<file path="src/rtl/ms_timer_pkg.sv">
package ms_timer_pkg;

    // One decoded register-port operation per cycle
    typedef enum logic [1:0] {
        OP_NONE,
        OP_RELOAD_WR,
        OP_ACK_RD,
        OP_RELOAD_RD
    } bus_op_e;

endpackage

</file>
<file path="src/rtl/ms_prescaler.sv">
module ms_prescaler #(
    parameter int CYCLES_PER_MS = 50000
) (
    input  logic clk,
    input  logic rst_n,
    input  logic restart,
    output logic ms_tick
);
    localparam int PW = (CYCLES_PER_MS > 1) ? $clog2(CYCLES_PER_MS) : 1;
    localparam logic [PW-1:0] LAST = PW'(CYCLES_PER_MS - 1);

    typedef struct packed {
        logic [PW-1:0] cnt;
    } presc_t;

    presc_t st_d, st_q;

    assign ms_tick = (st_q.cnt == LAST);

    always_comb begin
        st_d = st_q;
        if (restart || ms_tick) st_d.cnt = '0;
        else                    st_d.cnt = st_q.cnt + 1'b1;
    end

    always_ff @(posedge clk) begin
        if (!rst_n) st_q <= '0;
        else        st_q <= st_d;
    end

    // the cycle count never passes the last cycle of a millisecond
    p_presc_bound_r2: assert property (@(posedge clk) disable iff (!rst_n)
        st_q.cnt <= LAST);

endmodule

</file>
<file path="src/rtl/ms_period_counter.sv">
module ms_period_counter #(
    parameter int RELOAD_W = 32
) (
    input  logic                clk,
    input  logic                rst_n,
    input  logic                restart,
    input  logic                ms_tick,
    input  logic [RELOAD_W-1:0] reload,
    output logic                expire
);
    typedef struct packed {
        logic [RELOAD_W-1:0] ms_cnt;
    } period_t;

    period_t st_d, st_q;

    // A restart in the same cycle cancels the expiry
    assign expire = ms_tick && (st_q.ms_cnt == reload) && !restart;

    always_comb begin
        st_d = st_q;
        if (restart || expire) st_d.ms_cnt = '0;
        else if (ms_tick)      st_d.ms_cnt = st_q.ms_cnt + 1'b1;
    end

    always_ff @(posedge clk) begin
        if (!rst_n) st_q <= '0;
        else        st_q <= st_d;
    end

    // the millisecond count never runs past the reload value
    p_count_bound_r3: assert property (@(posedge clk) disable iff (!rst_n)
        st_q.ms_cnt <= reload);

endmodule

</file>
<file path="src/rtl/ms_interval_timer.sv">
module ms_interval_timer
    import ms_timer_pkg::*;
#(
    parameter int              CYCLES_PER_MS = 50000,
    parameter int              RELOAD_W      = 32,
    parameter int              ADDR_W        = 14,
    parameter logic [13:0]     RELOAD_OFS    = 14'h228,
    parameter logic [13:0]     ACK_OFS       = 14'h230
) (
    input  logic              clk,
    input  logic              rst_n,
    input  logic [ADDR_W-1:0] bus_addr,
    input  logic              bus_wr,
    input  logic              bus_rd,
    input  logic [31:0]       bus_wdata,
    output logic [31:0]       bus_rdata,
    output logic              timer_irq
);
    localparam int WORD_W = ADDR_W - 2;
    localparam logic [WORD_W-1:0] RELOAD_WORD = RELOAD_OFS[ADDR_W-1:2];
    localparam logic [WORD_W-1:0] ACK_WORD    = ACK_OFS[ADDR_W-1:2];

    typedef struct packed {
        logic [RELOAD_W-1:0] reload;
        logic                irq;
    } top_t;

    top_t    st_d, st_q;
    bus_op_e op;
    logic    restart;
    logic    ms_tick;
    logic    expire;

    // Decode: a write takes precedence over a read in the same cycle
    always_comb begin
        op = OP_NONE;
        if (bus_wr) begin
            if (bus_addr[ADDR_W-1:2] == RELOAD_WORD) op = OP_RELOAD_WR;
        end else if (bus_rd) begin
            if (bus_addr[ADDR_W-1:2] == ACK_WORD)         op = OP_ACK_RD;
            else if (bus_addr[ADDR_W-1:2] == RELOAD_WORD) op = OP_RELOAD_RD;
        end
    end

    assign restart = (op == OP_RELOAD_WR);

    ms_prescaler #(.CYCLES_PER_MS(CYCLES_PER_MS)) u_presc (
        .clk     (clk),
        .rst_n   (rst_n),
        .restart (restart),
        .ms_tick (ms_tick)
    );

    ms_period_counter #(.RELOAD_W(RELOAD_W)) u_period (
        .clk     (clk),
        .rst_n   (rst_n),
        .restart (restart),
        .ms_tick (ms_tick),
        .reload  (st_q.reload),
        .expire  (expire)
    );

    // Priority: reload write clears, then expiry sets, then acknowledge clears
    always_comb begin
        st_d = st_q;
        if (restart) begin
            st_d.reload = bus_wdata[RELOAD_W-1:0];
            st_d.irq    = 1'b0;
        end else if (expire) begin
            st_d.irq    = 1'b1;
        end else if (op == OP_ACK_RD) begin
            st_d.irq    = 1'b0;
        end
    end

    always_ff @(posedge clk) begin
        if (!rst_n) st_q <= '0;
        else        st_q <= st_d;
    end

    assign bus_rdata = (op == OP_RELOAD_RD) ? 32'(st_q.reload) : 32'd0;
    assign timer_irq = st_q.irq;

    p_wr_clears_irq_r6: assert property (@(posedge clk) disable iff (!rst_n)
        (bus_wr && bus_addr[ADDR_W-1:2] == RELOAD_WORD) |=> !timer_irq);

    p_ack_clears_irq_r5: assert property (@(posedge clk) disable iff (!rst_n)
        (bus_rd && !bus_wr && bus_addr[ADDR_W-1:2] == ACK_WORD && !expire) |=> !timer_irq);

    // an expiry always leaves the line high, acknowledge or not
    p_expire_sets_irq_r7: assert property (@(posedge clk) disable iff (!rst_n)
        expire |=> timer_irq);

    p_rise_needs_expiry_r4: assert property (@(posedge clk) disable iff (!rst_n)
        $rose(timer_irq) |-> $past(expire));

    p_level_holds_r4: assert property (@(posedge clk) disable iff (!rst_n)
        (timer_irq && !bus_wr && !bus_rd) |=> timer_irq);

endmodule

</file>
<file path="config.mk">
export PLATFORM = sky130hd
export DESIGN_NAME = ms_interval_timer
export DESIGN_NICKNAME = d
export VERILOG_FILES = /design/src/rtl/ms_timer_pkg.sv /design/src/rtl/ms_prescaler.sv /design/src/rtl/ms_period_counter.sv /design/src/rtl/ms_interval_timer.sv
export SDC_FILE = /design/constraint.sdc
export NUM_CORES = 1
export LEC_CHECK = 0
export BUFFER_PORTS_ARGS = -buffer_cell sky130_fd_sc_hd__buf_2
export CORE_AREA = 8 8 161 87
export CTS_BUF_LIST = sky130_fd_sc_hd__clkbuf_4
export DETAILED_ROUTE_END_ITERATION = 16
export DIE_AREA = 0 0 169 95
export GPL_ROUTABILITY_DRIVEN = 0
export GPL_TIMING_DRIVEN = 0
export PLACE_DENSITY_LB_ADDON = 0.1
export SYNTH_ARGS = -nofsm -noshare
export SYNTH_HDL_FRONTEND = slang
export SYNTH_HIERARCHICAL = 1
export SYNTH_SLANG_ARGS = --single-unit
</file>
<file path="constraint.sdc">
create_clock -name clk -period 3.05 [get_ports clk]
set_input_delay 0.305 -clock clk [delete_from_list [all_inputs] [get_ports clk]]
set_output_delay 0.305 -clock clk [all_outputs]
set_load 0.03 [all_outputs]
</file>
==> results.sh <==
export IMPL_status="finished, final reports clean"
export IMPL_fin_tns_setup_ns=0
export IMPL_grt_pass1_wl_mm=18.3
export IMPL_dieArea_um2=16100
export IMPL_synth_nets=529
export IMPL_detail_route_antenna_nets=0
export IMPL_r2r_start="u_presc/st_q[0]"
export IMPL_hold_class="in2reg"
export IMPL_ys_seq_area_share_pct=38.0
export IMPL_cp_start_kind="flop"
export IMPL_netlist_top_cells_area="dfxtp_1 38%, xor2_1 9.2%, mux2i_1 7.7%, nand2_1 6.7%, xnor2_1 6.6%"
export IMPL_drtIter0Drc=227
export IMPL_fin_area_um2=5050
export IMPL_yosysWarnings=6
export IMPL_dp_hpwl_mm=8.81
export IMPL_drv_cap=0
export IMPL_hold_start="bus_wdata[28]"
export IMPL_synthSimpleGateAreaFrac_pct=33.3
export IMPL_postCtsSetupRepairBufs=0
export IMPL_internal_power_w=0.00145
export IMPL_path_clk_slew_ns=0.14
export IMPL_synth_area_um2=4270
export IMPL_max_freq_mhz=347
export IMPL_cts_tree="built"
export IMPL_cp_arrival_ns=3.19
export IMPL_max_slew_margin_rel_pct=56.7
export IMPL_synth_compound_area_share_pct=0.733
export IMPL_cts_root_buf="clkbuf_4"
export IMPL_synth_top_family_by_area="simple AND/OR/NAND/NOR gates"
export IMPL_skew_ns=0.0188
export IMPL_switchingPower_w=0.000428
export IMPL_place_area_um2=4880
export IMPL_antenna_found_initial=0
export IMPL_ctsHtreeMaxLevel=3
export IMPL_synthDistinctLibCells=40
export IMPL_p_clk_share_pct=38.5
export IMPL_clkLatencyLatePin_ns=0.43
export IMPL_critical_path_class="reg2reg"
export IMPL_worst_ep_required_time_ns=3.36
export IMPL_via_per_inst=4.70
export IMPL_post_route_period_util_pct=94.4
export IMPL_grt_pass1_vias=3356
export IMPL_tightest_slew_ns=0.645
export IMPL_crit_path_max_fanout=8
export IMPL_cp_startpoint="u_presc/st_q[0]"
export IMPL_syn_area_per_cell_um2=8.95
export IMPL_cts_sinks=81
export IMPL_grt_max_degree=14
export IMPL_crit_path_end_kind="flop"
export IMPL_area_growth_pct=18.3
export IMPL_yosys_area_top_type="dfxtp_1"
export IMPL_irDropWorstVdd_v=0.000165
export IMPL_wire_per_inst_um=15.4
export IMPL_hold_violations=0
export IMPL_fp_row_count=28
export IMPL_synth_adder_area_share_pct=0.586
export IMPL_power_density_nw_per_um2=372
export IMPL_io_buffer_count=80
export IMPL_rsz0062_at_grt="no"
export IMPL_die_h_um=95
export IMPL_initial_core_util_pct=36.7
export IMPL_ys_ff_latch=81
export IMPL_final_common_cell="buf_2"
export IMPL_route_vias_total=3467
export IMPL_place_ws_ns=0.00914
export IMPL_fin_ws_ns=0.170
export IMPL_synthXorXnorAreaFrac_pct=15.8
export IMPL_finalCriticalPeriod_ns=2.88
export IMPL_antennaDiodeCount=0
export IMPL_ioPinCount=83
export IMPL_overflow=0
export IMPL_drtPass1Iterations=5
export IMPL_finalSetupViolCount=0
export IMPL_layout_nets=620
export IMPL_pwr_share_comb_pct=4.8
export IMPL_drive_above_1_share_pct=24.3
export IMPL_grt_usage_pct=14.6
export IMPL_final_cell_mix="85 x buf_2, 81 x dfxtp_1, 76 x nand2_1, 49 x nor2_1, 45 x xor2_1"
export IMPL_synth_top_cell_area_share_pct=38.0
export IMPL_clockBufferDepth=2
export IMPL_total_power_w=0.00188
export IMPL_power_frac_seq_pct=56.7
export IMPL_die_w_um=169
export IMPL_synth_area_mux_share_pct=7.74
export IMPL_p_leak_nw=2.11
export IMPL_drc=0
export IMPL_netlist_instances=477
export IMPL_report_final_slew_viol_count=0
export IMPL_coreArea_um2=11600
export IMPL_totalWireLength_mm=11.3
export IMPL_numCtsBuffers=9
export IMPL_swShare_pct=22.8
[cell families (layout without fill, tap and decap cells)]
group / Yosys count / count (layout)
flip-flops: 81 / 81
AO/OA/AOI/OAI: 4 / 4
adder cells (fa/ha/maj): 2 / 2
buffers and inverters: 32 / 128
multiplexers: 33 / 33
XOR/XNOR: 77 / 77
AND/OR/NAND/NOR: 248 / 248
[power by group through the flow]
stage	Combinational, W	Sequential [W]	Clock [W]
after floorplan	0.0000432	0.00109	0
after global placement	0.0000910	0.00109	0
after detailed placement	0.0000919	0.00109	0
after CTS	0.0000920	0.00107	0.000756
after global routing	0.000101	0.00107	0.000801
final	0.0000897	0.00106	0.000723
[registers in the layout, indices dropped and copies added (netlist names)]
| name | count |
|---|---|
| u_presc/st_q | 16 |
| st_q | 32 |
| timer_irq | 1 |
| u_period/st_q | 32 |
[final timing paths]
check	cells after the start	endpoint	slack, ns
min reg2reg	2	st_q[25]	0.49
max reg2reg	10	u_period/st_q[18]	0.17
max	10	u_period/st_q[18]	0.17
min	3	st_q[29]	0.1
[what timing repair did]
item                       in CTS  in global routing
resized for setup               0                  2
hold buffers                    0                  0
setup endpoints to repair       0                 10
[worst max-delay path: stages, from the launching register on]
cell	delay, ns
dfxtp_1	0.40
ha_1	0.22
and3_1	0.27
nand4_2	0.17
inv_1	0.09
buf_2	0.22
nand4_4	0.17
or4_4	0.63
or3_1	0.41
xnor2_1	0.14
nor2_1	0.05
[synth_stat cells (all sizes together)]
library cell and number:
dfxtp 81, nand2 76, nor2 55, xor2 45, and2 33, mux2i 33
xnor2 32, nor4 19, nand3 16, nand4 16, clkbuf 11, inv 11
buf 10, nor3 9, or4 6, and3 4, and4bb 2, ha 2
nand3b 2, nor4b 2, o21ai 2, or3 2, or4bb 2, a21oi 1
and4 1, nand2b 1, nor2b 1, o41ai 1, or4b 1
[area by class of cell]
| type | count | area, um^2 |
|---|---|---|
| flip-flops and latches | 81 | 1620 |
| multi-input cells | 364 | 2500 |
| fillers | 1216 | 6580 |
| inverters | 11 | 41.3 |
| repair buffers | 80 | 400 |
| plain buffers | 21 | 123 |
| clock buffers | 11 | 82.6 |
| clock inverters | 5 | 80.1 |
| well taps | 165 | 206 |
[metrics by stage]
step	util (%)	hold slack (ns)	instances
2_1_floorplan	-	0.440	477
5_1_grt	43.4	0.0696	738
6_report	43.4	0.0995	738
4_1_cts	43.3	0.0604	738
3_3_place_gp	41.9	0.461	722
3_5_place_dp	41.9	0.472	722
[metal layers]
| metal | GRT usage, % | routed length, um |
|---|---|---|
| met1 | 20.2 | 5760 |
| met2 | 22.9 | 5150 |
| met3 | 3.66 | 392 |
| met4 | 2.41 | 40 |
| met5 | 0 | 0 |
Note: power is estimated with default switching activity, not from simulation.
